**src/rtl/fprobe_pkg.sv**
```systemverilog
// Shared widths, opcodes and types for the flash geometry probe.
// Assumes page counts up to 8192 and page sizes up to 1056 bytes.
package fprobe_pkg;
    localparam int PCNT_W   = 14;
    localparam int PSIZE_W  = 11;
    localparam int PSHIFT_W = 4;
    localparam int LOG_W    = 4;

    localparam logic [7:0] VENDOR_ID  = 8'h1F;
    localparam logic [7:0] OP_READ_ID = 8'h9F;
    localparam logic [7:0] OP_STATUS  = 8'hD7;

    typedef enum logic [1:0] {
        GK_OK     = 2'd0,
        GK_UNSUP  = 2'd1,
        GK_ABSENT = 2'd2
    } geom_kind_e;

    typedef struct packed {
        geom_kind_e            kind;
        logic [PCNT_W-1:0]     count;
        logic [PSIZE_W-1:0]    size;
        logic [PSHIFT_W-1:0]   shift;
        logic                  binary;
    } geom_t;

    // Compact description of one density class: log2 of page count,
    // log2 of the binary page size, and whether binary mode exists.
    typedef struct packed {
        logic                  hit;
        logic [LOG_W-1:0]      cnt_log;
        logic [PSHIFT_W-1:0]   bshift;
        logic                  has_bin;
    } shape_t;

    typedef enum logic [2:0] {
        SQ_ID_OP,
        SQ_ID_RD,
        SQ_GAP,
        SQ_SR_OP,
        SQ_SR_RD,
        SQ_DECIDE,
        SQ_DONE
    } seq_state_e;
endpackage

```
**src/rtl/fprobe_spi_byte.sv**
```systemverilog
// One-byte SPI mode-0 shifter. A start pulse loads tx_byte and runs eight
// clocks, MSB first. MISO is sampled on each rising sclk and MOSI advances on
// each falling sclk. done pulses for one cycle after the eighth falling edge,
// and rx_byte is then valid. Assumes start arrives only while busy is low.
module fprobe_spi_byte #(
    parameter int SCLK_HALF = 2
) (
    input  logic       clk,
    input  logic       rst_n,
    input  logic       start,
    input  logic [7:0] tx_byte,
    input  logic       miso,
    output logic       busy,
    output logic       done,
    output logic [7:0] rx_byte,
    output logic       sclk,
    output logic       mosi
);
    localparam int HCW = (SCLK_HALF > 1) ? $clog2(SCLK_HALF) : 1;
    localparam logic [HCW-1:0] HC_LAST = HCW'(SCLK_HALF - 1);

    logic [HCW-1:0] hcnt;
    logic [2:0]     bcnt;
    logic [7:0]     shreg;

    assign mosi = shreg[7];

    // Half-period timing, bit counting and both shift registers.
    always_ff @(posedge clk) begin
        if (!rst_n) begin
            busy    <= 1'b0;
            done    <= 1'b0;
            sclk    <= 1'b0;
            hcnt    <= '0;
            bcnt    <= '0;
            shreg   <= '0;
            rx_byte <= '0;
        end else begin
            done <= 1'b0;
            if (!busy) begin
                if (start) begin
                    busy  <= 1'b1;
                    shreg <= tx_byte;
                    hcnt  <= '0;
                    bcnt  <= '0;
                    sclk  <= 1'b0;
                end
            end else if (hcnt == HC_LAST) begin
                hcnt <= '0;
                sclk <= ~sclk;
                if (!sclk) begin
                    rx_byte <= {rx_byte[6:0], miso};
                end else begin
                    shreg <= {shreg[6:0], 1'b0};
                    bcnt  <= bcnt + 3'd1;
                    if (bcnt == 3'd7) begin
                        busy <= 1'b0;
                        done <= 1'b1;
                    end
                end
            end else begin
                hcnt <= hcnt + HCW'(1);
            end
        end
    end
endmodule

```
**src/rtl/fprobe_geom_decode.sv**
```systemverilog
// Combinational geometry decoder. It takes the three identification bytes
// and the status byte and works out the device class and its geometry. The
// identification table is used when the vendor byte matches; otherwise the
// legacy density code in status bits 5:2 is used. Page sizes are derived
// from the binary size: extended = binary + binary/32.
module fprobe_geom_decode
    import fprobe_pkg::*;
(
    input  logic [7:0] id_vendor,
    input  logic [7:0] id_dev_hi,
    input  logic [7:0] id_dev_lo,
    input  logic [7:0] status,
    output geom_t      geom
);
    function automatic shape_t mk(input logic [LOG_W-1:0] c,
                                  input logic [PSHIFT_W-1:0] b,
                                  input logic hb);
        shape_t s;
        s.hit     = 1'b1;
        s.cnt_log = c;
        s.bshift  = b;
        s.has_bin = hb;
        return s;
    endfunction

    function automatic shape_t id_shape(input logic [15:0] dev);
        shape_t s;
        case (dev)
            16'h2200: s = mk(4'd9,  4'd8,  1'b1);
            16'h2300: s = mk(4'd10, 4'd8,  1'b1);
            16'h2400: s = mk(4'd11, 4'd8,  1'b1);
            16'h2500: s = mk(4'd12, 4'd8,  1'b1);
            16'h2600: s = mk(4'd12, 4'd9,  1'b1);
            16'h2700: s = mk(4'd13, 4'd9,  1'b0);
            16'h2701: s = mk(4'd13, 4'd9,  1'b1);
            16'h2800: s = mk(4'd13, 4'd10, 1'b1);
            default:  s = '0;
        endcase
        return s;
    endfunction

    function automatic shape_t legacy_shape(input logic [3:0] code);
        shape_t s;
        case (code)
            4'h3:        s = mk(4'd9,  4'd8,  1'b0);
            4'h5:        s = mk(4'd10, 4'd8,  1'b0);
            4'h7:        s = mk(4'd11, 4'd8,  1'b0);
            4'h9:        s = mk(4'd12, 4'd8,  1'b0);
            4'hB:        s = mk(4'd12, 4'd9,  1'b0);
            4'hD:        s = mk(4'd13, 4'd9,  1'b0);
            4'hE, 4'hF:  s = mk(4'd13, 4'd10, 1'b0);
            default:     s = '0;
        endcase
        return s;
    endfunction

    shape_t               shp;
    logic                 vendor_ok;
    logic                 absent;
    logic                 use_bin;
    logic [PSIZE_W-1:0]   base_size;

    // Pick the shape source, then expand it into the geometry result.
    always_comb begin
        vendor_ok = (id_vendor == VENDOR_ID);
        absent    = !vendor_ok && ((status == 8'h00) || (status == 8'hFF));
        shp       = vendor_ok ? id_shape({id_dev_hi, id_dev_lo})
                              : legacy_shape(status[5:2]);
        use_bin   = vendor_ok && shp.has_bin && status[0];
        base_size = PSIZE_W'(1) << shp.bshift;
        geom      = '0;
        if (absent) begin
            geom.kind = GK_ABSENT;
        end else if (shp.hit) begin
            geom.kind   = GK_OK;
            geom.count  = PCNT_W'(1) << shp.cnt_log;
            geom.size   = use_bin ? base_size : base_size + (base_size >> 5);
            geom.shift  = use_bin ? shp.bshift : shp.bshift + PSHIFT_W'(1);
            geom.binary = use_bin;
        end else begin
            geom.kind = GK_UNSUP;
        end
    end
endmodule

```
**src/rtl/fprobe_seq.sv**
```systemverilog
// Probe sequencer. It runs the identification read (opcode plus three reply
// bytes), holds chip select high for CS_GAP cycles, then runs the status read
// (opcode plus one byte). It pulses decide once and parks until reset. It
// assumes the byte shifter accepts a start only when it is idle.
module fprobe_seq
    import fprobe_pkg::*;
#(
    parameter int CS_GAP = 4
) (
    input  logic       clk,
    input  logic       rst_n,
    input  logic       eng_done,
    input  logic [7:0] eng_rx,
    output logic       eng_start,
    output logic [7:0] eng_tx,
    output logic       cs_n,
    output logic [7:0] id_vendor,
    output logic [7:0] id_dev_hi,
    output logic [7:0] id_dev_lo,
    output logic [7:0] status,
    output logic       decide
);
    localparam int GW = $clog2(CS_GAP + 1);
    localparam logic [GW-1:0] GAP_LAST = GW'(CS_GAP - 1);

    seq_state_e      state;
    logic            issued;
    logic [1:0]      byte_idx;
    logic [GW-1:0]   gcnt;

    // Walk the fixed two-transaction probe and capture the reply bytes.
    always_ff @(posedge clk) begin
        if (!rst_n) begin
            state     <= SQ_ID_OP;
            cs_n      <= 1'b1;
            issued    <= 1'b0;
            eng_start <= 1'b0;
            eng_tx    <= '0;
            byte_idx  <= '0;
            gcnt      <= '0;
            id_vendor <= '0;
            id_dev_hi <= '0;
            id_dev_lo <= '0;
            status    <= '0;
            decide    <= 1'b0;
        end else begin
            eng_start <= 1'b0;
            decide    <= 1'b0;
            case (state)
                SQ_ID_OP, SQ_ID_RD, SQ_SR_OP, SQ_SR_RD: begin
                    if (cs_n) begin
                        cs_n <= 1'b0;
                    end else if (!issued) begin
                        eng_start <= 1'b1;
                        issued    <= 1'b1;
                        eng_tx    <= (state == SQ_ID_OP) ? OP_READ_ID :
                                     (state == SQ_SR_OP) ? OP_STATUS  : 8'h00;
                    end else if (eng_done) begin
                        issued <= 1'b0;
                        if (state == SQ_ID_OP) begin
                            state    <= SQ_ID_RD;
                            byte_idx <= '0;
                        end else if (state == SQ_ID_RD) begin
                            if (byte_idx == 2'd0) id_vendor <= eng_rx;
                            if (byte_idx == 2'd1) id_dev_hi <= eng_rx;
                            if (byte_idx == 2'd2) begin
                                id_dev_lo <= eng_rx;
                                cs_n      <= 1'b1;
                                gcnt      <= '0;
                                state     <= SQ_GAP;
                            end else begin
                                byte_idx <= byte_idx + 2'd1;
                            end
                        end else if (state == SQ_SR_OP) begin
                            state <= SQ_SR_RD;
                        end else begin
                            status <= eng_rx;
                            cs_n   <= 1'b1;
                            state  <= SQ_DECIDE;
                        end
                    end
                end
                SQ_GAP: begin
                    if (gcnt == GAP_LAST) state <= SQ_SR_OP;
                    else                  gcnt  <= gcnt + GW'(1);
                end
                SQ_DECIDE: begin
                    decide <= 1'b1;
                    state  <= SQ_DONE;
                end
                default: ;
            endcase
        end
    end
endmodule

```
**src/rtl/flash_geom_probe.sv**
```systemverilog
// Top of the flash geometry probe. It connects the sequencer, the SPI byte
// shifter and the decoder, and latches the decoded result once per reset.
// Assumes a mode-0 flash on the SPI pins; SCLK_HALF sets the serial clock
// half period in clk cycles and CS_GAP the deselect time between reads.
module flash_geom_probe
    import fprobe_pkg::*;
#(
    parameter int SCLK_HALF = 2,
    parameter int CS_GAP    = 4
) (
    input  logic                clk,
    input  logic                rst_n,
    output logic                spi_sclk,
    output logic                spi_mosi,
    output logic                spi_cs_n,
    input  logic                spi_miso,
    output logic                res_valid,
    output logic                res_unsupported,
    output logic                res_absent,
    output logic [PCNT_W-1:0]   page_count,
    output logic [PSIZE_W-1:0]  page_size,
    output logic [PSHIFT_W-1:0] page_shift,
    output logic                binary_pages
);
    logic       eng_start, eng_busy, eng_done;
    logic [7:0] eng_tx, eng_rx;
    logic [7:0] id_vendor, id_dev_hi, id_dev_lo, status;
    logic       decide;
    geom_t      geom;

    fprobe_seq #(.CS_GAP(CS_GAP)) seq_i (
        .clk       (clk),
        .rst_n     (rst_n),
        .eng_done  (eng_done),
        .eng_rx    (eng_rx),
        .eng_start (eng_start),
        .eng_tx    (eng_tx),
        .cs_n      (spi_cs_n),
        .id_vendor (id_vendor),
        .id_dev_hi (id_dev_hi),
        .id_dev_lo (id_dev_lo),
        .status    (status),
        .decide    (decide)
    );

    fprobe_spi_byte #(.SCLK_HALF(SCLK_HALF)) shift_i (
        .clk     (clk),
        .rst_n   (rst_n),
        .start   (eng_start),
        .tx_byte (eng_tx),
        .miso    (spi_miso),
        .busy    (eng_busy),
        .done    (eng_done),
        .rx_byte (eng_rx),
        .sclk    (spi_sclk),
        .mosi    (spi_mosi)
    );

    fprobe_geom_decode dec_i (
        .id_vendor (id_vendor),
        .id_dev_hi (id_dev_hi),
        .id_dev_lo (id_dev_lo),
        .status    (status),
        .geom      (geom)
    );

    logic eng_busy_unused;
    assign eng_busy_unused = eng_busy;

    // Latch the decoded result on the single decide pulse of this reset.
    always_ff @(posedge clk) begin
        if (!rst_n) begin
            res_valid       <= 1'b0;
            res_unsupported <= 1'b0;
            res_absent      <= 1'b0;
            page_count      <= '0;
            page_size       <= '0;
            page_shift      <= '0;
            binary_pages    <= 1'b0;
        end else if (decide) begin
            res_valid       <= (geom.kind == GK_OK);
            res_unsupported <= (geom.kind == GK_UNSUP);
            res_absent      <= (geom.kind == GK_ABSENT);
            if (geom.kind == GK_OK) begin
                page_count   <= geom.count;
                page_size    <= geom.size;
                page_shift   <= geom.shift;
                binary_pages <= geom.binary;
            end
        end
    end
endmodule

```
**config.mk**
```make
export PLATFORM = sky130hd
export DESIGN_NAME = flash_geom_probe
export DESIGN_NICKNAME = d
export VERILOG_FILES = /design/src/rtl/fprobe_pkg.sv /design/src/rtl/fprobe_spi_byte.sv /design/src/rtl/fprobe_geom_decode.sv /design/src/rtl/fprobe_seq.sv /design/src/rtl/flash_geom_probe.sv
export SDC_FILE = /design/constraint.sdc
export NUM_CORES = 1
export LEC_CHECK = 0
export ABC_AREA = 1
export ABC_CLOCK_PERIOD_IN_PS = 2600
export BUFFER_PORTS_ARGS = -buffer_cell sky130_fd_sc_hd__buf_2
export CAP_MARGIN = 15
export CORE_ASPECT_RATIO = 0.8
export CORE_MARGIN = 4
export CORE_UTILIZATION = 45
export DETAILED_ROUTE_END_ITERATION = 12
export PLACE_DENSITY = 0.66
export SYNTH_ARGS = -nofsm -noshare
export SYNTH_HDL_FRONTEND = slang
export SYNTH_SLANG_ARGS = --single-unit
export TNS_END_PERCENT = 5
```
**constraint.sdc**
```tcl
create_clock -name clk -period 2.6 [get_ports clk]
set_input_delay 0.39 -clock clk [delete_from_list [all_inputs] [get_ports clk]]
set_output_delay 0.39 -clock clk [all_outputs]
set_load 0.02 [all_outputs]
```
After elaboration in Yosys (flattened, before gate mapping)
Memories as Yosys holds them, arrays and structs flattened. A register that Yosys moved wholly into a read port is not among the register bits.
Index checks and enable logic that the tools add are counted.
{"block": "op_classes", "add_sub_neg": 6, "eq_ne": 33, "n_shift": 2, "n_mux": 62, "bitwise": 8, "reduce_logical": 29}
{"op": "16-bit by 14-bit == test with 1-bit output, second input constant", "count": 8}
{"op": "10-bit one-hot mux with 8 select lines", "count": 1}
{"op": "30-bit two-way mux", "count": 2}
{"op": "3-bit two-way mux", "count": 18}
{"op": "8-bit two-way mux", "count": 6}
{"op": "7-bit AND reduction", "count": 4}
{"op": "1-bit two-way mux", "count": 24}
{"op": "1-bit by 4-bit << shifter with 14-bit output, first input constant", "count": 1}
{"op": "4-bit two-way mux", "count": 3}
{"op": "2-bit by 1-bit inequality test with 1-bit output, second input constant", "count": 6}
{"op": "6-bit AND reduction", "count": 2}
{"op": "11-bit by 6-bit adder with 11-bit output", "count": 1}
{"op": "11-bit two-way mux", "count": 1}
{"op": "1-bit by 4-bit << shifter with 11-bit output, first input constant", "count": 1}
{"op": "10-bit two-way mux", "count": 1}
{"op": "2-bit inequality test, second input constant", "count": 5}
{"op": "3-bit by 2-bit == test with 1-bit output, second input constant", "count": 3}
{"op": "3-bit == test, second input constant", "count": 3}
{"op": "3-bit one-hot mux with 3 select lines", "count": 1}
{"op": "3-bit AND reduction", "count": 3}
{"op": "8-bit by 5-bit == test with 1-bit output, second input constant", "count": 1}
{"op": "8-bit == test, second input constant", "count": 1}
{"op": "8-bit zero test", "count": 1}
{"op": "2-bit two-way mux", "count": 4}
{"op": "22 further kinds", "count": 39}
{"block": "totals", "ff_bits": 108, "rom_bits": 128, "input_bits": 3, "out_inout_bits": 36, "memories": 1}
{"name": "(name not given)", "words": 16, "word_bits": 8, "read_ports": 1, "rd_ports_with_merged_regs": 1, "wr": 0, "line": "fprobe_geom_decode.sv:44", "source": "case (code)"}

Depth between registers and ports, before layout
Gate-level depths: netlist of run 1.
{"block": "depth", "word_depth": 8, "ltp_mapped": 13, "mapped_depth_nobuf": 12}

Modules after synthesis
A second synthesis of run 1 with hierarchy kept.
{"block": "unflattened", "cells_unflattened": 852, "hier_area_um2": 5785.5}
{"mod": "fprobe_seq", "instances": 1, "cells_each": 278, "area_each_um2": 2110.8, "seq_area_each_um2": 940.9}
{"mod": "flash_geom_probe", "instances": 1, "cells_each": 213, "area_each_um2": 1493.9, "seq_area_each_um2": 660.6}
{"mod": "fprobe_geom_decode", "instances": 1, "cells_each": 213, "area_each_um2": 1141.1, "seq_area_each_um2": 0.0}
{"mod": "fprobe_spi_byte", "instances": 1, "cells_each": 148, "area_each_um2": 1039.7, "seq_area_each_um2": 460.4}

Worst setup path after synthesis of run 1
Ideal clock, no wire load.
{"block": "synth_timing", "kind": "reg-to-reg", "from": "register seq_i.id_vendor[6]", "to": "register page_shift[1]", "setup_time_ps": 116, "arrival_ps": 1552, "t_required_ps": 2484, "setup_slack_ps": 933, "path_stages_with_launch": 12, "n_path_buf": 0, "synth_period_minus_slack_ps": 1667, "cell_sequence": "dfxtp_1 inv_1 nand4_1 nor2_1 inv_1 nand2_1 o21a_1 inv_1 ha_1 nand2_1 a21oi_1 nor2_1"}
{"block": "synth_via", "elab_chain_len": 7, "word_cells_on_any_way": 14, "cone_classes": "add/sub: 1; eq/ne: 1; mux: 6; reduce/logical: 6"}
{"element": "start, declared", "line": "fprobe_seq.sv:17", "source": "output logic [7:0] id_vendor,"}
{"element": "start signal, assigned", "line": "fprobe_seq.sv:64", "source": "if (byte_idx == 2'd0) id_vendor <= eng_rx;"}
{"element": "8-bit by 5-bit == test with 1-bit output (*)", "line": "fprobe_geom_decode.sv:65", "source": "vendor_ok = (id_vendor == VENDOR_ID);"}
{"element": "parallel branches: the longest is 6 deep, another holds 4-bit by 1-bit adder with 4-bit output"}
{"element": "end signal, assigned", "line": "flash_geom_probe.sv:87", "source": "page_shift <= geom.shift;"}
{"element": "end, declared", "line": "flash_geom_probe.sv:22", "source": "output logic [PSHIFT_W-1:0] page_shift,"}
Every way passes the cells marked *.
A chain may end at the register's enable or synchronous reset.

Worst setup path in the final report of run 1
{"block": "layout_timing", "from": "register seq_i.id_dev_hi[2]", "to": "register page_count[13]"}
{"block": "layout_via", "elab_chain_len": 7, "word_cells_on_any_way": 17, "cone_classes": "eq/ne: 8; shift: 1; mux: 6; reduce/logical: 2"}
{"element": "start, declared", "line": "fprobe_seq.sv:18", "source": "output logic [7:0] id_dev_hi,"}
{"element": "start signal, assigned", "line": "fprobe_seq.sv:65", "source": "if (byte_idx == 2'd1) id_dev_hi <= eng_rx;"}
{"element": "16-bit by 14-bit == test with 1-bit output", "line": "fprobe_geom_decode.sv:28", "source": "case (dev)"}
{"element": "10-bit one-hot mux with 8 select lines (*)", "line": "fprobe_geom_decode.sv:28"}
{"element": "10-bit two-way mux (*)", "line": "fprobe_geom_decode.sv:67", "source": "shp = vendor_ok ? id_shape({id_dev_hi, id_dev_lo})"}
{"element": "1-bit two-way mux", "line": "fprobe_geom_decode.sv:74", "source": "end else if (shp.hit) begin"}
{"element": "2-bit two-way mux", "line": "fprobe_geom_decode.sv:72", "source": "if (absent) begin"}
{"element": "2-bit zero test", "line": "flash_geom_probe.sv:84", "source": "if (geom.kind == GK_OK) begin"}
{"element": "2-bit AND reduction (no line)"}
{"element": "end signal, assigned", "line": "flash_geom_probe.sv:85", "source": "page_count <= geom.count;"}
{"element": "end, declared", "line": "flash_geom_probe.sv:20", "source": "output logic [PCNT_W-1:0] page_count,"}
Every way passes the cells marked *; elsewhere a longest branch is shown, timed or not.

==> metrics, run 1 <==
status complete, no violations; DRC 0; Clock Path Buffers 2; final net count 655; first-pass GRT wire length 17,330 um; mean post-synth cell area 7.604 um^2; CTS tree yes; Reg2Reg Capture Point page_count[13]$_SDFFE_PN0P_; Rows 32; type of the worst min-delay path in2reg; Setup WS pre-CTS 0.6334 ns; worst-margin pin slew 0.5979 ns; largest net degree at the start of global routing 55; worst-case reg-to-reg path depth 12; Final Slew Violations 0; startpoint type of the worst setup path flop; GRT Total Usage 17.74%; Worst Path Required 2.88 ns; 1st-pass router iterations 6; Core Area 9849 um^2; Post-synth EDFFs 0; layout cell share with drive strength beyond 1 14.55%; critical path type reg2reg; Tcrit/Tclk final 77.28%; FFs w/ async S/R, synth 0%; CTS HTree Levels 3; root buffer cell clkbuf_16; dpl hpwl 7301 um; yosys warns 0; Post CTS Setup Buffer Count 0; Via density 5.121; drt total wl 10,180 um; flops & latches, synth 108; # diodes 0; Rel. slew slack 60.03%; Final Hold Viols 0; Area Overhead vs Synth 12.25%; Yosys cell types 41; Util after Layout 52.86%; Worst Setup End Kind flop; Clock transition at path regs 0.07 ns; DR WL/cell 13.02 um; Cell Area, Synth 4638 um^2; DRT iter0 DRCs 200; CTS Hold Bufs 0; cts bufs inserted 9; CP arrival 2.28 ns; r2r startpoint seq_i.id_dev_hi[2]$_SDFFE_PN0P_; Clock Latency Late Sink 0.35 ns; die area 12,010 um^2; post-layout minimum cycle time 2.009 ns; Maximum Capacitance Violations 0; setup ws final 0.5908 ns; vias in the first global route 3,778; Routed Antenna Nets 0; PwrDens 602.2 nW/um^2; Initial Util 47.09%; CP Launch Point seq_i.id_dev_hi[2]$_SDFFE_PN0P_; CP max FO 33; Post-synth top flop dfxtp_1; IO Port Bufs 37; leakage 2.208 nW; clk_skew 0.005167 ns; initial antenna violation count 0; Fmax 497.7 MHz; design area 5206 um^2; clock sinks 108; Die W 121.5 um; RePlAce Congestion 0.8430; register area share after synthesis 46.61%; RSZ-0062 raised after global routing false; Synth Net Count 624; final setup violation count 0; maximum VDD drop 0.5403 mV; end point of the critical path page_count[13]$_SDFFE_PN0P_; synthesized instance count 610; global route total overflow 0; R2R Setup Slk 0.59 ns; Post-DP Area 4903 um^2; Fin Setup TNS 0 ns; I/O pins 39; cts repair resizes 0; die height 98.81 um; vias post-DR 4,005
worst max-delay path, stage by stage (launching register included):
cell     delay [ns]
dfxtp_1        0.35
inv_1          0.09
nor2_2         0.14
nand2_1        0.09
nor2_2         0.11
nand2_1        0.12
nand2_1        0.14
nor2_1         0.07
nand3_2        0.09
nand3_4        0.29
nor2_1         0.23
nand2_1        0.08
a21oi_1        0.13
per-layer routing:
layer / vias up / share of wire [%] / global-route usage, % / routed length (um)
met5: - / 0 / 0 / 0
met4: 0 / 2.0 / 5.857 / 201
met3: 21 / 3.4 / 4.303 / 350
met2: 77 / 47 / 29.89 / 4780
met1: 1854 / 48 / 22.36 / 4848
li1: 2053 / - / - / -
cells by family (layout without fill, tap and decap cells):
kind of cell / after synthesis / in the layout / share of synthesized area, %
flip-flops: 108 / 108 / 46.61
multiplexers: 1 / 1 / 0.4855
buffers and inverters: 93 / 129 / 8.336
adder cells (fa/ha/maj): 11 / 11 / 2.967
AND/OR/NAND/NOR: 262 / 262 / 25.90
AO/OA/AOI/OAI: 134 / 134 / 15.62
other: 1 / 1 / 0.08085
worst min-delay path by stage:
stage | endpoint | slack [ns] | cells past startpoint | startpoint
after global routing | shift_i.rx_byte[0]$_SDFFE_PN0P_ | 0.35 | 3 | spi_miso
after detailed placement | seq_i.id_dev_lo[5]$_SDFFE_PN0P_ | 0.44 | 2 | seq_i.id_dev_lo[5]$_SDFFE_PN0P_
after global placement | seq_i.id_dev_lo[2]$_SDFFE_PN0P_ | 0.44 | 2 | seq_i.id_dev_lo[2]$_SDFFE_PN0P_
final | shift_i.rx_byte[0]$_SDFFE_PN0P_ | 0.32 | 3 | spi_miso
after CTS | shift_i.rx_byte[0]$_SDFFE_PN0P_ | 0.31 | 3 | spi_miso
after floorplan | seq_i.id_dev_lo[3]$_SDFFE_PN0P_ | 0.42 | 2 | seq_i.id_dev_lo[3]$_SDFFE_PN0P_
power by group:
group	switching (W)	internal [W]	total, W
clock	0.000602	0.000777	0.00138
combinational	0.0000585	0.0000210	0.0000795
sequential	0.0000108	0.00167	0.00168
total	0.000671	0.00246	0.00314
Yosys cell counts, types with 7 or more instances:
| library cell | instances | area, um^2 |
|---|---|---|
| dfxtp_1 | 108 | 2162 |
| nor2_1 | 81 | 304.0 |
| a31oi_1 | 9 | 56.30 |
| inv_2 | 7 | 26.28 |
| a21oi_1 | 62 | 310.3 |
| nand2_1 | 103 | 386.6 |
| nand3_1 | 38 | 190.2 |
| o21ai_0 | 44 | 220.2 |
| clkbuf_1 | 8 | 30.03 |
| inv_1 | 66 | 247.7 |
| ha_1 | 11 | 137.6 |
| nor2_2 | 8 | 50.05 |
placed cells by master (no fill, tap or decap), types with 7 or more instances in the layout:
cell,synthesis,final
nor2_1,81,81
dfxtp_1,108,108
a31oi_1,9,9
clkbuf_16,0,9
nor2_2,8,8
nand3_1,38,38
ha_1,11,11
inv_1,66,66
buf_2,6,37
nand2_1,103,103
inv_2,7,7
o21ai_0,44,44
a21oi_1,62,62
layout make-up:
cell class / instances / area [um^2]
clock buffers: 11 / 242.7
flip-flops and latches: 108 / 2162
well taps: 136 / 170.2
inverters: 73 / 274.0
repair buffers: 40 / 207.7
clock inverters: 5 / 60.06
multi-input cells: 409 / 2090
fillers: 979 / 4643
registers in the layout (all words and copies together), names as in the netlist, 2 cells and up, named ones only:
register,flops
seq_i.byte_idx,2
page_shift,4
seq_i.id_vendor,8
shift_i.rx_byte,8
shift_i.bcnt,3
seq_i.state,3
seq_i.status,8
seq_i.gcnt,3
page_size,10
seq_i.id_dev_lo,8
seq_i.id_dev_hi,8
page_count,14
seq_i.eng_tx,3
shift_i.shreg,8
through the flow:
step	std cells	total power (W)	hold slack, ns
global placement	766	0.001792	0.4359
floorplan	610	0.001775	0.4236
finish	782	0.003135	0.3188
CTS	782	0.003166	0.3124
global route	782	0.003249	0.3501
detailed placement	766	0.001795	0.4380
(Power assumes the default switching activity.)
==> run 2, diff against run 1 <==
--- a/config.mk
+++ b/config.mk
@@ -6,7 +6,7 @@
 export NUM_CORES = 1
 export LEC_CHECK = 0
 export ABC_AREA = 1
-export ABC_CLOCK_PERIOD_IN_PS = 2600
+export ABC_CLOCK_PERIOD_IN_PS = 2000
 export BUFFER_PORTS_ARGS = -buffer_cell sky130_fd_sc_hd__buf_2
 export CAP_MARGIN = 15
 export CORE_ASPECT_RATIO = 0.8
==> constraint.sdc (replaced) <==
create_clock -name clk -period 2 [get_ports clk]
set_input_delay 0.3 -clock clk [delete_from_list [all_inputs] [get_ports clk]]
set_output_delay 0.3 -clock clk [all_outputs]
set_load 0.02 [all_outputs]
==> metrics, run 2 (synthesis gave the netlist of run 1 again) <==
status complete, no violations; Final Hold Viols 0; worst-margin pin slew 0.5484 ns; maximum VDD drop 0.6065 mV; GRT Total Usage 17.30%; layout cell share with drive strength beyond 1 15.93%; clock share of power 42.8%; switching part of the total power 23.12%; Rel. slew slack 63.24%; CP arrival 2.08 ns; vias post-DR 3,917; Min-Delay Startpoint spi_miso; design area 5254 um^2; die height 98.81 um; RePlAce Congestion 0.8627; Die W 121.5 um; largest net degree at the start of global routing 55; clk_skew 0.009015 ns; die area 12,010 um^2; worst hold path cell count 3; Clock Latency Late Sink 0.35 ns; M1 wire length 4770 um; DRT iter0 DRCs 337; most common cell after layout, fill and taps aside dfxtp_1; final net count 662; Routed Antenna Nets 0; Pint 0.003070 W; vias in the first global route 3,633; Worst Setup End Kind flop; final setup violation count 0; dpl hpwl 7242 um; Min-Delay Endpoint shift_i.rx_byte[0]$_SDFFE_PN0P_; CP Launch Point seq_i.id_dev_lo[7]$_SDFFE_PN0P_; Tcrit/Tclk final 92.03%; Util after Layout 53.34%; global route total overflow 0; Final Slew Violations 0; worst-case reg-to-reg path depth 10; CTS Hold Bufs 0; DRC 0; cts bufs inserted 9; Fin Setup TNS 0 ns; first-pass GRT wire length 17,040 um; Logic pwr share 2.8%; Clock transition at path regs 0.07 ns; cts repair resizes 0; Initial Util 47.09%; Rows 32; clock sinks 108; R2R Setup Slk 0.16 ns; most frequent cells in the layout 108 x dfxtp_1, 103 x nand2_1, 80 x nor2_1; fillcell total 979; type of the worst min-delay path in2reg; Core Area 9849 um^2; initial antenna violation count 0; drt total wl 9950 um; Clock Path Buffers 2; total power 0.003994 W; 1st-pass router iterations 5; r2r startpoint seq_i.id_dev_lo[7]$_SDFFE_PN0P_; I/O pins 39; startpoint type of the worst setup path flop; leakage 2.236 nW; NetSw 0.0009235 W; Min Hold Slack 0.2150 ns; flip-flop count of the largest register after layout 14; critical path type reg2reg; Maximum Capacitance Violations 0; PwrDens 760.2 nW/um^2; DR WL/cell 12.61 um; # diodes 0; Biggest register page_count; Via density 4.965; wire length on met2 4618 um; Fmax 543.3 MHz; highest metal used met4; Largest regs page_count x14, page_size x10; CTS tree yes; root buffer cell clkbuf_16; CTS HTree Levels 3; Met3 Wirelength 398 um; Register Area 2162 um^2; CP max FO 7; Reg2Reg Capture Point page_shift[1]$_SDFFE_PN0P_; post-layout minimum cycle time 1.841 ns; Post CTS Setup Buffer Count 0; Post-DP Area 4956 um^2; RSZ-0062 raised after global routing true; Multi-input gate area 2097 um^2; IO Port Bufs 37; Worst Path Required 2.24 ns; Area Overhead vs Synth 13.27%; Sequential Power Share 54.5%
-- run 2: worst max-delay path by stage --
stage,cells after the start,slack [ns],end
after CTS,10,0.16,page_shift[1]$_SDFFE_PN0P_
after global routing,12,-0.05,page_count[8]$_SDFFE_PN0P_
after floorplan,11,0.33,page_shift[1]$_SDFFE_PN0P_
after global placement,11,0.20,page_shift[1]$_SDFFE_PN0P_
final,10,0.16,page_shift[1]$_SDFFE_PN0P_
after detailed placement,10,0.18,page_shift[1]$_SDFFE_PN0P_
-- run 2: metrics by stage --
stage | setup WS, ns | cells
floorplan | 0.3326 | 610
detailed placement | 0.1812 | 773
finish | 0.1595 | 789
global route | -0.05114 | 789
global placement | 0.1992 | 773
CTS | 0.1590 | 789
-- run 2: power groups by stage --
stage               Clock, W  Combinational [W]  Sequential (W)
finish               0.00171           0.000110         0.00218
global route         0.00185           0.000126         0.00218
detailed placement         0           0.000110         0.00223
floorplan                  0          0.0000814         0.00223
CTS                  0.00177           0.000110         0.00218
global placement           0           0.000108         0.00223
-- run 2: per-layer routing --
metal  track usage [%]  up-vias
li1                  -     2054
met1             22.57     1779
met2             27.98       67
met3             4.590       17
met4             5.599        0
met5                 0        -
-- run 2: critical path, cell delays in order (launching register included) --
cell      delay, ns
dfxtp_1        0.31
nor2_1         0.15
nand2_2        0.11
nor2_4         0.19
nand2_1        0.12
nand3_1        0.11
o21bai_1       0.13
ha_1           0.31
nand2_1        0.05
a21oi_1        0.19
nor2_1         0.07
-- run 2: area by class of cell --
type / instances / share of cell area [%]
Clock inverter: 7 / 1.238
Sequential cell: 108 / 41.15
Multi-Input combinational cell: 409 / 39.91
Clock buffer: 9 / 4.287
Inverter: 73 / 5.216
Tap cell: 136 / 3.239
Timing Repair Buffer: 47 / 4.954
==> run 3, diff against run 2 <==
--- a/config.mk
+++ b/config.mk
@@ -11,9 +11,9 @@
 export CAP_MARGIN = 15
 export CORE_ASPECT_RATIO = 0.8
 export CORE_MARGIN = 4
-export CORE_UTILIZATION = 45
+export CORE_UTILIZATION = 59
 export DETAILED_ROUTE_END_ITERATION = 12
-export PLACE_DENSITY = 0.66
+export PLACE_DENSITY = 0.82
 export SYNTH_ARGS = -nofsm -noshare
 export SYNTH_HDL_FRONTEND = slang
 export SYNTH_SLANG_ARGS = --single-unit
==> metrics, run 3 (synthesis gave the netlist of run 1 again) <==
status complete, no violations; critical path type reg2reg; RePlAce Congestion 0.9390; CP arrival 2.10 ns; maximum VDD drop 0.5476 mV; number of instances in the placed design 740; startpoint type of the worst setup path flop; type of the worst min-delay path in2reg; CP max FO 7; flip-flop count of the largest register after layout 14; final setup violation count 0; Multi-input gate area 2102 um^2; CTS Hold Bufs 0; global route total overflow 0; post-layout minimum cycle time 1.828 ns; Largest regs page_count x14, page_size x10; die height 87.31 um; layout cell share with drive strength beyond 1 16.49%; Initial Util 61.58%; fillcell total 635; Fin Setup TNS 0 ns; dpl hpwl 7050 um; crit-path leading delay family simple AND/OR/NAND/NOR gates; GRT Total Usage 21.94%; Clock Latency Late Sink 0.37 ns; Register Area 2162 um^2; Rel. slew slack 63.03%; Final Slew Violations 0; Die W 107.1 um; final net count 664; Fmax 546.9 MHz; drt total wl 9929 um; Maximum Capacitance Violations 0; Worst Setup End Kind flop; I/O pins 39; Worst Path Required 2.27 ns; Biggest register page_count; Clock transition at path regs 0.10 ns; DR WL/cell 13.06 um; # diodes 0; Routed Antenna Nets 0; Core Area 7532 um^2; CTS tree yes; vias post-DR 4,037; initial antenna violation count 0; cts bufs inserted 9; most common cell after layout, fill and taps aside dfxtp_1; clock sinks 108; Final Hold Viols 0; leakage 2.209 nW; CTS HTree Levels 3; Via density 5.312; 1st-pass router iterations 5; Min Hold Slack 0.2257 ns; die area 9353 um^2; DRC 0; CP max-delay cell dfxtp_1; most frequent cells in the layout 108 x dfxtp_1, 103 x nand2_1, 78 x nor2_1; root buffer cell clkbuf_8; vias in the first global route 3,718; first-pass GRT wire length 16,450 um; IO Port Bufs 37; clk_skew 0.008688 ns; Tcrit/Tclk final 91.42%; PwrDens 703.0 nW/um^2; Rows 28; Area Overhead vs Synth 10.93%; worst hold path cell count 3; RSZ-0062 raised after global routing true; Clock Path Buffers 2; Post-Layout Cell Count 760; worst-case reg-to-reg path depth 10; critical-path cell list nor2_1, nand2_2, nor2_4, nand2_1, nand3_1, o21bai_1, ha_1, nand2_1, a21oi_1, nor2_1; Crit path buffers/inverters 0; worst-margin pin slew 0.5515 ns; DRT iter0 DRCs 286; largest net degree at the start of global routing 55; crit-path max cell delay 0.32 ns; WP depth 10
==> run 3: through the flow <==
step           area (um^2)  worst slack [ns]  util (%)  power (W)
2_1_floorplan         4638            0.3326         -   0.002307
3_3_place_gp          4902            0.2093     65.08   0.002327
3_5_place_dp          4902            0.1352     65.08   0.002331
4_1_cts               5102            0.1122     67.74   0.003644
5_1_grt               5145           -0.1227     68.31   0.003742
6_report              5145            0.1716     68.31   0.003617
==> run 3: area by class of cell <==
class	instances	share of cell area (%)
tap	105	2.554
clock buffer	10	2.675
inverter	73	5.326
sequential	108	42.02
timing repair buffer	49	5.350
multi-input combinational	409	40.86
clock inverter	6	1.216
==> run 3: path summary, 6_finish.rpt <==
kind | start | endpoint | slack, ns
hold reg to reg | seq_i.id_dev_lo[7]$_SDFFE_PN0P_ | seq_i.id_dev_lo[7]$_SDFFE_PN0P_ | 0.45
setup / recovery | seq_i.id_dev_lo[7]$_SDFFE_PN0P_ | page_shift[1]$_SDFFE_PN0P_ | 0.17
setup reg to reg | seq_i.id_dev_lo[7]$_SDFFE_PN0P_ | page_shift[1]$_SDFFE_PN0P_ | 0.17
hold / removal | spi_miso | shift_i.rx_byte[0]$_SDFFE_PN0P_ | 0.23
==> run 3: timing repair <==
item / 4_1_cts / 5_1_grt
setup endpoints to repair: 0 / 29
gates resized for setup: 0 / 4
buffers inserted: 0 / 4
hold endpoints to repair: 0 / 0
==> run 3: where the power goes <==
part | total (W) | leakage (nW) | switching, W | internal, W
sequential | 0.00218 | 0.872 | 0.0000144 | 0.00217
combinational | 0.000105 | 1.23 | 0.0000771 | 0.0000277
clock | 0.00133 | 0.106 | 0.000719 | 0.000614
==> run 3: per-layer routing <==
metal,vias up,global-route usage (%),part of all wire [%]
li1,2061,-,-
met1,1842,27.01,45
met2,119,37.59,47
met3,15,4.967,5.8
met4,0,8.479,1.6
met5,-,0,0
==> run 3: tightest hold or removal path: stages <==
cell and delay (ns):
buf_2 0.11, nand3_1 0.07, a21oi_1 0.06
